===== src/rtl/dsimd_pkg.sv =====
`timescale 1ns/1ps
// Shared constants and decoded-instruction type for the dual-lane SIMD unit.
// Assumes the fixed 32-bit instruction layout of the extension opcode space.
package dsimd_pkg;
    localparam int WORD_W = 32;
    localparam logic [5:0] MAJOR_OP = 6'b011100;
    localparam logic [5:0] MIN_DADD = 6'b011000;
    localparam logic [5:0] MIN_DACC = 6'b011001;
    localparam logic [5:0] MIN_M2G  = 6'b101110;
    localparam logic [5:0] MIN_G2M  = 6'b101111;

    typedef enum logic [2:0] {
        K_NOP, K_ADD, K_ACC, K_M2G, K_G2M
    } kind_e;

    typedef struct packed {
        kind_e      kind;
        logic       sub_a;   // lane written to XA subtracts
        logic       sub_d;   // lane written to XD subtracts
        logic [3:0] xa;
        logic [3:0] xb;
        logic [3:0] xc;
        logic [3:0] xd;
        logic [4:0] xm;      // move media index (0..16 valid)
        logic [4:0] gnum;    // general-purpose register number
    } dec_t;
endpackage


===== src/rtl/dsimd_decode.sv =====
`timescale 1ns/1ps
// Instruction decoder: classifies a word and extracts its register fields.
// Assumes: words outside the owned opcodes decode as K_NOP.
module dsimd_decode
    import dsimd_pkg::*;
(
    input  logic [31:0] word_i,
    output dec_t        dec_o
);
    logic is_major;
    logic pad_ok;

    // Classify the word and slice out every field.
    always_comb begin
        is_major   = (word_i[31:26] == MAJOR_OP);
        pad_ok     = (word_i[23:22] == 2'b00);
        dec_o.kind = K_NOP;
        if (is_major) begin
            unique case (word_i[5:0])
                MIN_DADD: dec_o.kind = pad_ok ? K_ADD : K_NOP;
                MIN_DACC: dec_o.kind = pad_ok ? K_ACC : K_NOP;
                MIN_M2G:  dec_o.kind = K_M2G;
                MIN_G2M:  dec_o.kind = K_G2M;
                default:  dec_o.kind = K_NOP;
            endcase
        end
        dec_o.sub_a = word_i[25];
        dec_o.sub_d = word_i[24];
        dec_o.xd    = word_i[21:18];
        dec_o.xc    = word_i[17:14];
        dec_o.xb    = word_i[13:10];
        dec_o.xa    = word_i[9:6];
        dec_o.xm    = word_i[10:6];
        dec_o.gnum  = word_i[20:16];
    end
endmodule


===== src/rtl/dsimd_lane.sv =====
`timescale 1ns/1ps
// One arithmetic lane: (acc ? old : 0) + (b +/- c), wrapping modulo 2^W.
// Assumes: operands are already read from the register bank.
module dsimd_lane #(
    parameter int W = 32
) (
    input  logic         sub_i,
    input  logic         acc_i,
    input  logic [W-1:0] b_i,
    input  logic [W-1:0] c_i,
    input  logic [W-1:0] old_i,
    output logic [W-1:0] res_o
);
    logic [W-1:0] core;

    // Form the lane sum or difference, then optionally accumulate.
    always_comb begin
        core  = sub_i ? (b_i - c_i) : (b_i + c_i);
        res_o = (acc_i ? old_i : '0) + core;
    end
endmodule


===== src/rtl/dsimd_regfile.sv =====
`timescale 1ns/1ps
// Media register bank with two write ports; entry 0 is constant zero.
// Assumes: port 1 has priority when both ports name the same entry.
module dsimd_regfile #(
    parameter int W    = 32,
    parameter int NREG = 17,
    localparam int AW  = $clog2(NREG)
) (
    input  logic                     clk,
    input  logic                     rst_n,
    input  logic                     we0_i,
    input  logic [AW-1:0]            addr0_i,
    input  logic [W-1:0]             wd0_i,
    input  logic                     we1_i,
    input  logic [AW-1:0]            addr1_i,
    input  logic [W-1:0]             wd1_i,
    output logic [NREG-1:0][W-1:0]   regs_o
);
    assign regs_o[0] = '0;

    for (genvar g = 1; g < NREG; g++) begin : g_ent
        logic [W-1:0] q;
        // Hold one entry; port 1 overrides port 0.
        always_ff @(posedge clk) begin
            if (!rst_n)
                q <= '0;
            else if (we1_i && addr1_i == AW'(g))
                q <= wd1_i;
            else if (we0_i && addr0_i == AW'(g))
                q <= wd0_i;
        end
        assign regs_o[g] = q;
    end
endmodule


===== src/rtl/dsimd_addacc.sv =====
`timescale 1ns/1ps
// Dual-lane word SIMD add/accumulate unit with its own media register bank
// and word moves to and from the general-purpose side.
// Assumes: one instruction per valid cycle; results land one clock later.
module dsimd_addacc
    import dsimd_pkg::*;
#(
    parameter int W    = WORD_W,
    parameter int NREG = 17,
    localparam int AW  = $clog2(NREG)
) (
    input  logic          clk,
    input  logic          rst_n,
    input  logic          insn_valid,
    input  logic [31:0]   insn_word,
    input  logic [W-1:0]  gpr_rdata,
    output logic          gpr_we,
    output logic [4:0]    gpr_wnum,
    output logic [W-1:0]  gpr_wdata,
    input  logic [AW-1:0] dbg_sel,
    output logic [W-1:0]  dbg_data
);
    dec_t                   dec;
    logic [NREG-1:0][W-1:0] xr_q;
    logic [1:0][W-1:0]      lane_res;
    logic                   arith;
    logic                   m_ok;
    logic                   we0, we1;
    logic [AW-1:0]          addr0, addr1;
    logic [W-1:0]           wd0;
    logic [W-1:0]           m_val;

    dsimd_decode u_dec (.word_i(insn_word), .dec_o(dec));

    // Lane 0 feeds XA, lane 1 feeds XD; both read the bank before writes.
    for (genvar l = 0; l < 2; l++) begin : g_lane
        dsimd_lane #(.W(W)) u_lane (
            .sub_i (l == 0 ? dec.sub_a : dec.sub_d),
            .acc_i (dec.kind == K_ACC),
            .b_i   (xr_q[dec.xb]),
            .c_i   (xr_q[dec.xc]),
            .old_i (l == 0 ? xr_q[dec.xa] : xr_q[dec.xd]),
            .res_o (lane_res[l])
        );
    end

    // Steer the lane results and inbound move onto the bank write ports.
    always_comb begin
        arith = insn_valid && (dec.kind == K_ADD || dec.kind == K_ACC);
        m_ok  = (dec.xm < 5'(NREG));
        m_val = m_ok ? xr_q[AW'(dec.xm)] : '0;
        we0   = arith || (insn_valid && dec.kind == K_G2M && m_ok);
        addr0 = (dec.kind == K_G2M) ? AW'(dec.xm) : AW'(dec.xa);
        wd0   = (dec.kind == K_G2M) ? gpr_rdata : lane_res[0];
        we1   = arith;
        addr1 = AW'(dec.xd);
    end

    dsimd_regfile #(.W(W), .NREG(NREG)) u_rf (
        .clk     (clk),
        .rst_n   (rst_n),
        .we0_i   (we0),
        .addr0_i (addr0),
        .wd0_i   (wd0),
        .we1_i   (we1),
        .addr1_i (addr1),
        .wd1_i   (lane_res[1]),
        .regs_o  (xr_q)
    );

    // Register the outbound move onto the general-purpose write port.
    always_ff @(posedge clk) begin
        if (!rst_n) begin
            gpr_we    <= 1'b0;
            gpr_wnum  <= '0;
            gpr_wdata <= '0;
        end else begin
            gpr_we    <= insn_valid && dec.kind == K_M2G;
            gpr_wnum  <= dec.gnum;
            gpr_wdata <= m_val;
        end
    end

    // Debug read of any media register, zero beyond the bank.
    always_comb dbg_data = (dbg_sel < AW'(NREG)) ? xr_q[dbg_sel] : '0;
endmodule


===== config.mk =====
export PLATFORM = sky130hd
export DESIGN_NAME = dsimd_addacc
export DESIGN_NICKNAME = d
export VERILOG_FILES = /design/src/rtl/dsimd_pkg.sv /design/src/rtl/dsimd_decode.sv /design/src/rtl/dsimd_lane.sv /design/src/rtl/dsimd_regfile.sv /design/src/rtl/dsimd_addacc.sv
export SDC_FILE = /design/constraint.sdc
export NUM_CORES = 2
export LEC_CHECK = 0
export BUFFER_PORTS_ARGS = -buffer_cell sky130_fd_sc_hd__clkbuf_2
export CORE_ASPECT_RATIO = 1.25
export CORE_MARGIN = 1.5
export CORE_UTILIZATION = 40
export CTS_BUF_LIST = sky130_fd_sc_hd__clkbuf_4
export DETAILED_ROUTE_END_ITERATION = 8
export MAX_ROUTING_LAYER = met4
export PLACE_DENSITY = 0.59
export SETUP_SLACK_MARGIN = 0.05
export SLEW_MARGIN = 20
export SYNTH_ARGS = -nofsm -noshare
export SYNTH_HDL_FRONTEND = slang
export SYNTH_SLANG_ARGS = --single-unit

===== constraint.sdc =====
create_clock -name clk -period 13.6 [get_ports clk]
set_clock_uncertainty 0.05 [all_clocks]
set_input_delay 2.72 -clock clk [delete_from_list [all_inputs] [get_ports clk]]
set_output_delay 2.72 -clock clk [all_outputs]
set_load 0.1 [all_outputs]

==> out/results.ini <==
[outcome]
outcome=finished, violations left
failed_checks=DRC

[synth]
seq_area_frac_synth=0.2210
syn_nets=5814
ys_top_cells_by_count=nor2_1 (955), mux4_2 (598), dfxtp_1 (550)
postSynthAreaPerCell_um2=8.881
ys_seq_elements=550
syn_inst=5610
synth-async-reset-ratio=0
post-synth-top-count-cell=nor2_1
synth_top_area_cell=mux4_2
synthesis.area_um2=49820
synth_ff_type=dfxtp_1
yosysWarnings=0
synthTopCellsByArea=mux4_2 (27%), dfxtp_1 (22%), nor2_1 (7.2%), a21oi_1 (4.6%), o21ai_0 (3.6%)
synth_top_area_frac=0.2703
ys_types=75
synth_edf_count=0

[hold_path]
hp-start=u_rf.g_ent[16].q[31]$_SDFFE_PN0P_
hold_path_end=u_rf.g_ent[16].q[31]$_SDFFE_PN0P_
holdPathStages=2
min_path_type=reg2reg

[floorplanning]
die_y_um=397.6
num_io_pins=142
core_area_um2=123400
die_x_um=318.7
die_area_um2=126700
row_count=144
initial_core_util=0.4037

[grt]
grtUsageMet2=0.5573
grt_max_degree=93
track_usage=0.3925
gr-total-overflow=0
grt_use_met3=0.1576
busiest_layer=met2
gr-usage-met1=0.4481
antenna_found_initial=17
grt_pass1_vias=47600
grt_pass1_wl_mm=348.7

[setup_path]
r2r_cells=26
cp.required_ns=14.64
worst-setup-path-type=in2reg
max_stage_delay_ns=0.89
critical_path.most_common_cell=o21ai_0
crit_path_end_kind=flip-flop
cp_data_arrival_time_ns=11.56
crit_fanout=37
r2r_slack_ns=5.17
reg2reg_from=u_rf.g_ent[10].q[0]$_SDFFE_PN0P_
r2r-end=u_rf.g_ent[1].q[31]$_SDFFE_PN0P_
crit_slowest_cell=xnor2_2
critPathLaunchType=input port

[timing]
max_freq_ghz=0.09506
slew_headroom=0.1470
hold_violations=0
tns_ns=0
rsz0062_at_grt=no
setup_viol=0
maxSlewViolCount=0
min_period_ns=10.52
finalCritPeriodShare=0.7735
tightest_slew_ns=1.275

[cts]
clk_latency_ns=1.18
post_cts_buffers=0
cts_max_path_buffers=3
cts-hold-fix-buffers=0
cts_root_buf=clkbuf_4
cts.clk_slew.worst_paths_ns=0.07
cts_resized=0
cts_tree=yes
numCtsBuffers=154
clock-sinks=550
htree_num_levels=4

[pwr]
powerDensity_nw_per_um2=68.57
leakage_uw=0.01988
peakVddDrop_uv=66.94

[drt]
route.vias.total=51610
wl_mm=248.0
viasPerCell=7.120
drtIter0Drc=8413
first_pass_iters=9
wl_per_cell_um=34.20
drc_errors=1
ant_nets=0

[placed_design]
globalplace.congestion=1.039
postPlaceCellArea_um2=52050
dpl.hpwl_mm=162.3
place.port_buffers=141

[final_layout]
finalNetCount=5706
layout-drive-gt1-share=0.2384
area_delta_synth_final_pct=8.425
stdcell_area_um2=54020

[run]
drv_cap=0

[sequential cells by signal, summed over array words and instances (netlist names)]
signal	cells
u_rf.g_ent.q	512
gpr_wdata	32
gpr_wnum	5
gpr_we	1
[critical path, delay by kind of cell]
kind | cells | cell delay [ns]
muxes | 1 | 0.53
AOI/OAI and AO/OA | 14 | 3.68
xor gates and xnor gates | 2 | 1.13
buffers and inverters | 3 | 1.18
and+or+nand+nor | 7 | 1.48
adders and majority gates | 2 | 0.75
[power breakdown]
part | internal [µW] | switching (µW) | leakage [µW]
registers | 1610 | 0.381 | 0.00443
logic | 132 | 372 | 0.0143
clock network | 752 | 837 | 0.00113
total | 2490 | 1210 | 0.0199
[cell usage in the layout (no fill, tap or decap), types with 16 or more instances in the layout]
cell type  netlist  layout
mux4_2         598     598
a22o_1          86      86
clkinv_1         0      36
o21ai_0        354     349
a31oi_1         22      22
a311o_1         18      18
a211oi_1       169     167
diode_2          0      23
nand2b_1        45      44
nor2b_1         23      18
nand2_2          0      16
and3_1          72      71
nor2_1         955     938
mux2_2          96      96
xnor2_1         59      53
a21oi_1        456     455
o32ai_1        106     105
buf_4            2     173
nand3_1         50      44
o211a_1         17      17
inv_1           83      82
o21ai_1         19      20
a21o_1          75      75
clkbuf_4         0     215
clkbuf_2         0     122
o211ai_1        82      82
a22oi_1         34      34
dfxtp_1        550     550
mux2i_1        146     145
nor3_1          58      55
nand2_1        422     406
xor2_1          44      37
o21a_1          67      67
ha_1           128     128
o21bai_1        24      24
and2_1          21      20
[area by class of cell]
type / instances / area, µm²
timing repair buffer: 308 / 2068
antenna: 23 / 57.56
clock buffer: 215 / 1614
inverter: 85 / 327.8
fill: 12010 / 69400
multi-input combinational: 4403 / 36650
tap: 1606 / 2009
clock inverter: 59 / 281.5
sequential: 550 / 11010
[stage by stage]
step | worst slack, ns | std cells | hold slack, ns | power (µW) | util
6_report | 3.080 | 7249 | 0.4345 | 3704 | 0.4377
2_1_floorplan | 3.717 | 5610 | 0.3951 | 1954 | -
4_1_cts | 3.402 | 7226 | 0.4323 | 3689 | 0.4371
3_5_place_dp | 2.230 | 6952 | 0.4182 | 2133 | 0.4218
5_1_grt | 2.726 | 7245 | 0.4450 | 3790 | 0.4376
3_3_place_gp | 2.287 | 6952 | 0.4081 | 2133 | 0.4217
[how the worst max path moves through the flow]
stage,from,end,slack (ns),cells after the start
final,insn_word[10],u_rf.g_ent[1].q[31]$_SDFFE_PN0P_,3.08,29
after global routing,insn_word[10],u_rf.g_ent[15].q[31]$_SDFFE_PN0P_,2.73,27
after CTS,insn_word[14],u_rf.g_ent[1].q[31]$_SDFFE_PN0P_,3.40,28
after detailed placement,insn_word[14],u_rf.g_ent[1].q[31]$_SDFFE_PN0P_,2.23,28
after global placement,insn_word[14],u_rf.g_ent[9].q[31]$_SDFFE_PN0P_,2.29,28
after floorplan,insn_word[14],u_rf.g_ent[10].q[31]$_SDFFE_PN0P_,3.72,31
[logic make-up (layout without fill, tap and decap cells)]
kind of cell / Yosys count / count (layout) / synth area share
AND/OR/NAND/NOR: 1712 / 1712 / 0.1440
AO/OA/AOI/OAI: 1614 / 1614 / 0.2102
multiplexers: 840 / 840 / 0.3213
buffers and inverters: 657 / 667 / 0.05090
flip-flops: 550 / 550 / 0.2210
adder cells (fa/ha/maj): 132 / 132 / 0.03375
XOR/XNOR: 105 / 105 / 0.01876
other: 0 / 23 / 0
[metal layers]
layer	routed length, µm	vias to the layer above
met4	20830	0
met5	0	-
met3	36700	1215
li1	-	21110
met2	105300	4391
met1	85110	24900
(Power assumes the default switching activity.)
